$ cat config.mk
export PLATFORM = sky130hd
export DESIGN_NAME = tmr_src_sel
export DESIGN_NICKNAME = d
export VERILOG_FILES = /design/src/rtl/tss_pkg.sv /design/src/rtl/tss_ctrl_reg.sv /design/src/rtl/tss_prescaler.sv /design/src/rtl/tss_evt_mux.sv /design/src/rtl/tmr_src_sel.sv
export SDC_FILE = /design/constraint.sdc
export NUM_CORES = 1
export LEC_CHECK = 0
export BUFFER_PORTS_ARGS = -buffer_cell sky130_fd_sc_hd__clkbuf_2
export CAP_MARGIN = 40
export CORE_MARGIN = 1
export CORE_UTILIZATION = 42
export DETAILED_ROUTE_END_ITERATION = 7
export GPL_TIMING_DRIVEN = 0
export PLACE_DENSITY = 0.73
export SYNTH_ARGS = -nofsm -noshare
export SYNTH_HDL_FRONTEND = slang
export SYNTH_SLANG_ARGS = --single-unit
$ cat constraint.sdc
create_clock -name clk -period 1.6 [get_ports clk]
set_clock_uncertainty 0.2 [all_clocks]
set_input_delay 0.16 -clock clk [delete_from_list [all_inputs] [get_ports clk]]
set_output_delay 0.16 -clock clk [all_outputs]
set_load 0.1 [all_outputs]
$ cat src/rtl/tss_pkg.sv
// Shared constants and helpers for the timer tick source selector.
// Assumes select codes 1..7 map to the divided rates in ascending order.
package tss_pkg;
    localparam int SEL_W    = 4;
    localparam int DATA_W   = 8;
    localparam int CNT_W    = 10;
    localparam int NUM_TAPS = 7;
    localparam int EVT_N    = 8;

    // Log2 of the division ratio for a divided select code (1..7).
    function automatic int tap_shift(input int code);
        case (code)
            1:       return 0;
            2:       return 1;
            3:       return 2;
            4:       return 3;
            5:       return 6;
            6:       return 8;
            7:       return 10;
            default: return 0;
        endcase
    endfunction
endpackage

$ cat src/rtl/tss_ctrl_reg.sv
// Control register holding the tick source select.
// Only the select bits are stored. Reserved bits read as zero.
// Assumes that a write and the reset never need to be merged in one cycle.
module tss_ctrl_reg #(
    parameter int SEL_W  = 4,
    parameter int DATA_W = 8
) (
    input  logic              clk,
    input  logic              rst_n,
    input  logic              wr_en,
    input  logic [SEL_W-1:0]  wr_sel,
    output logic [SEL_W-1:0]  sel_q,
    output logic [DATA_W-1:0] rd_data
);
    // Store the select on a write; clear it on reset.
    always_ff @(posedge clk) begin
        if (!rst_n)
            sel_q <= '0;
        else if (wr_en)
            sel_q <= wr_sel;
    end

    // Readback with the reserved field forced to zero.
    always_comb begin
        rd_data              = '0;
        rd_data[SEL_W-1:0]   = sel_q;
    end
endmodule

$ cat src/rtl/tss_prescaler.sv
// Free-running prescaler with one single-cycle pulse per divided rate.
// The counter is held at zero while run is low. Tap g serves select code g+1.
// Assumes every tap shift fits within CNT_W bits.
module tss_prescaler #(
    parameter int CNT_W    = 10,
    parameter int NUM_TAPS = 7
) (
    input  logic                clk,
    input  logic                rst_n,
    input  logic                run,
    output logic [NUM_TAPS-1:0] tap_tick
);
    logic [CNT_W-1:0] cnt_q;

    // Count freely while running; hold at zero when stopped or in reset.
    always_ff @(posedge clk) begin
        if (!rst_n || !run)
            cnt_q <= '0;
        else
            cnt_q <= cnt_q + 1'b1;
    end

    // One pulse per tap whenever the low shift bits of the count are all ones.
    for (genvar g = 0; g < NUM_TAPS; g++) begin : g_tap
        localparam int SH = tss_pkg::tap_shift(g + 1);
        if (SH == 0) begin : g_full
            assign tap_tick[g] = run;
        end else begin : g_div
            assign tap_tick[g] = run && (&cnt_q[SH-1:0]);
        end
    end
endmodule

$ cat src/rtl/tss_evt_mux.sv
// Picks one of the synchronous event strobes and passes it straight through.
// Assumes each strobe is already synchronous and one cycle wide.
module tss_evt_mux #(
    parameter int EVT_N = 8,
    parameter int IDX_W = $clog2(EVT_N)
) (
    input  logic [EVT_N-1:0] evt_in,
    input  logic [IDX_W-1:0] idx,
    output logic             evt_tick
);
    // Direct selection, with no edge detection.
    always_comb begin
        evt_tick = evt_in[idx];
    end
endmodule

$ cat src/rtl/tmr_src_sel.sv
// Top level of the timer tick source selector.
// Select 0 stops the timer. Codes 1..7 choose a divided rate.
// Codes with the top bit set choose an event strobe.
// Assumes EVT_N equals 2**(SEL_W-1) so that every event code is reachable.
module tmr_src_sel #(
    parameter int SEL_W    = tss_pkg::SEL_W,
    parameter int DATA_W   = tss_pkg::DATA_W,
    parameter int CNT_W    = tss_pkg::CNT_W,
    parameter int NUM_TAPS = tss_pkg::NUM_TAPS,
    parameter int EVT_N    = tss_pkg::EVT_N
) (
    input  logic              clk,
    input  logic              rst_n,
    input  logic              wr_en,
    input  logic [DATA_W-1:0] wr_data,
    output logic [DATA_W-1:0] rd_data,
    input  logic [EVT_N-1:0]  evt_in,
    input  logic              hires_req,
    output logic              tick,
    output logic              hires_err
);
    localparam int IDX_W = SEL_W - 1;
    localparam logic [SEL_W-1:0] SEL_FULL = SEL_W'(1);

    logic [SEL_W-1:0]    sel_q;
    logic [NUM_TAPS-1:0] tap_tick;
    logic                evt_tick;
    logic                run;
    logic                is_evt;
    logic [IDX_W-1:0]    src_idx;
    logic                unused_rsvd;

    assign unused_rsvd = ^wr_data[DATA_W-1:SEL_W];

    tss_ctrl_reg #(.SEL_W(SEL_W), .DATA_W(DATA_W)) u_reg (
        .clk     (clk),
        .rst_n   (rst_n),
        .wr_en   (wr_en),
        .wr_sel  (wr_data[SEL_W-1:0]),
        .sel_q   (sel_q),
        .rd_data (rd_data)
    );

    // Decode the stored select into its run, mode and index parts.
    always_comb begin
        run     = (sel_q != '0);
        is_evt  = sel_q[SEL_W-1];
        src_idx = sel_q[IDX_W-1:0];
    end

    tss_prescaler #(.CNT_W(CNT_W), .NUM_TAPS(NUM_TAPS)) u_pre (
        .clk      (clk),
        .rst_n    (rst_n),
        .run      (run),
        .tap_tick (tap_tick)
    );

    tss_evt_mux #(.EVT_N(EVT_N), .IDX_W(IDX_W)) u_evt (
        .evt_in   (evt_in),
        .idx      (src_idx),
        .evt_tick (evt_tick)
    );

    // Route the chosen source to the single tick output.
    always_comb begin
        tick = 1'b0;
        if (is_evt)
            tick = evt_tick;
        else if (src_idx != '0)
            tick = tap_tick[src_idx - 1'b1];
    end

    // Flag a select that does not suit the high-resolution stage.
    always_comb begin
        hires_err = hires_req && (sel_q != SEL_FULL);
    end
endmodule

==> flow_summary_export.csv <==
group,metric,value,unit
hold_path,min_path_type,"in -> reg",
floorplanning,die_area,0.00209,mm²
hold_path,hold_path_depth,3,
hold_path,min-delay-start,"wr_en",
logic_synthesis,syn_area,805,µm²
clock_network,worstSkewPairLatency,280,ps
logic_synthesis,ys_types,28,
floorplanning,chipWidth,45.8,µm
drt,wl_per_cell,12.3,µm
setup_path,path_delay_family,"flip-flops",
clock_network,cts.sinks,14,
setup_path,r2r_start,"u_reg.sel_q[3]$_SDFFE_PN0P_",
timing,finalSetupViolCount,2,
final_layout,seq_area,297,µm²
grt,grt_pass1_vias,718,
drt,drt_wl_total,1.83,mm
logic_synthesis,synthesis.instances,90,
timing,finalMaxSlewViolations,0,
setup_path,worstPathRequired,1240,ps
drt,dr.pass1.iters,4,
setup_path,crit_path_cell_trace,"inv_4 > ha_4 > or3b_1 > a21oi_2 > a32oi_2 > o21ai_4 > clkbuf_16",
clock_network,numCtsBuffers,3,
final_layout,antenna_cells,0,
clock_network,h-tree-depth,1,
floorplanning,start_util,45.6,%
grt,grtUsageTotal,21.9,%
setup_path,r2r_cells,3,
logic_synthesis,ys_seq_area_share,34.8,%
grt,grt_overflow,0,
setup_path,cpPeakStageDelay,370,ps
final_layout,layout_common_cells,"clkbuf_2 (15), nor2_1 (11), dfxtp_1 (9)",
final_layout,syn2layout_area_growth,46.8,%
hold_path,min_to,"u_reg.sel_q[0]$_SDFFE_PN0P_",
setup_path,cp_max_fo,4,
timing,setup_tns,-662,ps
clock_network,clk_pin_slew,80,ps
placement,port_buffers,20,
job,maxCapViolations,0,
logic_synthesis,ys.flop_type,"dfxtp_1",
drt,final_antenna_net_count,0,
clock_network,cts_root_buf,"clkbuf_4",
logic_synthesis,async_reset_ff_share,0,%
outcome,violations,"negative setup slack",
power_and_ir_drop,leakage,0.000498,µW
floorplanning,num_rows,15,
timing,max_freq,465,MHz
power_and_ir_drop,ir_drop,0.612,mV
timing,rsz0062_at_grt,"yes",
clock_network,cts_buffer_depth,2,
setup_path,crit_type,"reg -> out",
setup_path,arrival,1790,ps
final_layout,n_fill_cell,146,
placement,routabilityCongestion,0.732,
outcome,status,"finished, violations left",
grt,grt_pass1_wl,3.17,mm
setup_path,end_kind,"primary output",
timing,relSlewSlack,64.0,%
timing,hold_viol_final,0,
floorplanning,coreArea,0.00176,mm²
final_layout,drive_above_1_share,39.5,%
logic_synthesis,synth-edff-count,0,
logic_synthesis,avgSynthCellArea,8.94,µm²
setup_path,worstSetupPathDepth,7,
final_layout,multi_input_area,549,µm²
drt,drt_iter0_markers,10,
setup_path,cpMaxStageDelayCell,"dfxtp_4",
setup_path,worstSetupStartpointType,"flop",
floorplanning,num_io_pins,30,
placement,dp_hpwl,1.17,mm
logic_synthesis,ys_ff_latch,14,
timing,finalCritPeriodShare,135,%
setup_path,r2r_end,"u_reg.sel_q[3]$_SDFFE_PN0P_",
setup_path,rrSetupSlack,110,ps
drt,viasPerCell,4.77,
final_layout,nets,150,
timing,whs,112,ps
logic_synthesis,yosys_warnings,0,
clock_network,tritoncts,"yes",
floorplanning,dieHeight,45.8,µm
timing,worst_pin_slew,543,ps
power_and_ir_drop,power.density,771,mW/mm²
drt,route.detailed.drc,0,
timing,setup_slack,-553,ps
grt,antenna_found_initial,0,
timing,fin_crit,2150,ps
drt,vias,711,
setup_path,crit_buf_inv,2,
grt,grt_max_degree,10,
final_layout,final_common_cell,"clkbuf_2",
-- logic make-up after synthesis --
kind of cell | after synthesis | share of synthesized area (%)
xor gates and xnor gates | 7 | 7.62
other | 1 | 0.466
AOI/OAI and AO/OA | 10 | 7.93
muxes | 8 | 12.1
DFF | 14 | 34.8
adders and majority gates | 5 | 7.78
and+or+nand+nor | 37 | 22.7
buffers and inverters | 8 | 6.53
-- worst reg2reg max path, delay by kind of cell (launching register included) --
kind	cells	cell delay (ps)
buffers and inverters	1	560
flip-flops	1	370
multiplexers	1	170
AND/OR/NAND/NOR	1	70
-- report_power, final --
part           switching, µW  internal [µW]
Sequential              12.0            357
Clock                    116            138
Combinational            185            103
Total                    313            598
-- metrics by stage --
step                      util [%]  instances  worst slack [ps]  total power (µW)  cell area, µm²
final                         67.0        149              -553               911            1180
after global routing          67.0        149              -651               950            1180
after CTS                     68.7        153              -571               924            1210
after detailed placement      56.8        138              -567               618            1000
after global placement        56.8        138              -547               613            1000
after floorplan                  -         93              -437               574             871
-- flip-flops by register name, indices dropped and copies added, names as in the netlist --
register / cells
u_pre.cnt_q: 10
u_reg.sel_q: 4
-- final cells by class --
class                           count  share of cell area (%)
Clock buffer                        4                    3.07
Buffer                              6                    3.81
Sequential cell                    14                    25.1
Multi-Input combinational cell     71                    46.5
Tap cell                           25                    2.65
Inverter                            2                    1.06
Timing Repair Buffer               27                    17.8
-- routing by layer --
layer	vias to the layer above	routed length [µm]	track usage, %
li1	371	-	-
met1	324	795	27.1
met2	14	948	36.6
met3	2	71	5.16
met4	0	15	8.82
met5	-	0	0
-- cells in the mapped netlist (all sizes together), types with 2 or more instances --
cell / number / area share, %
and3: 2 / 1.6
nor2: 12 / 5.6
dfxtp: 14 / 35
inv: 2 / 0.93
xor2: 2 / 2.2
ha: 5 / 7.8
nor3: 2 / 1.2
a21oi: 2 / 1.2
o21ai: 4 / 2.5
nand2: 8 / 3.7
nand3: 5 / 3.1
xnor2: 5 / 5.4
buf: 5 / 5.1
nor2b: 4 / 3.1
mux2i: 6 / 7.5
-- how the worst max path moves through the flow --
stage / start / end
2_1_floorplan: u_reg.sel_q[0]$_SDFFE_PN0P_ / tick
3_3_place_gp: u_reg.sel_q[0]$_SDFFE_PN0P_ / tick
3_5_place_dp: u_reg.sel_q[0]$_SDFFE_PN0P_ / tick
4_1_cts: u_reg.sel_q[0]$_SDFFE_PN0P_ / tick
5_1_grt: u_reg.sel_q[0]$_SDFFE_PN0P_ / tick
6_report: u_reg.sel_q[0]$_SDFFE_PN0P_ / tick
-- what timing repair did --
action	4_1_cts	5_1_grt
setup endpoints to repair	2	7
buffers inserted	3	0
hold buffers	8	0
pin swaps	1	1
hold endpoints to repair	6	0
gates resized for setup	14	3
No activity file was read; power rests on OpenSTA's default activity.
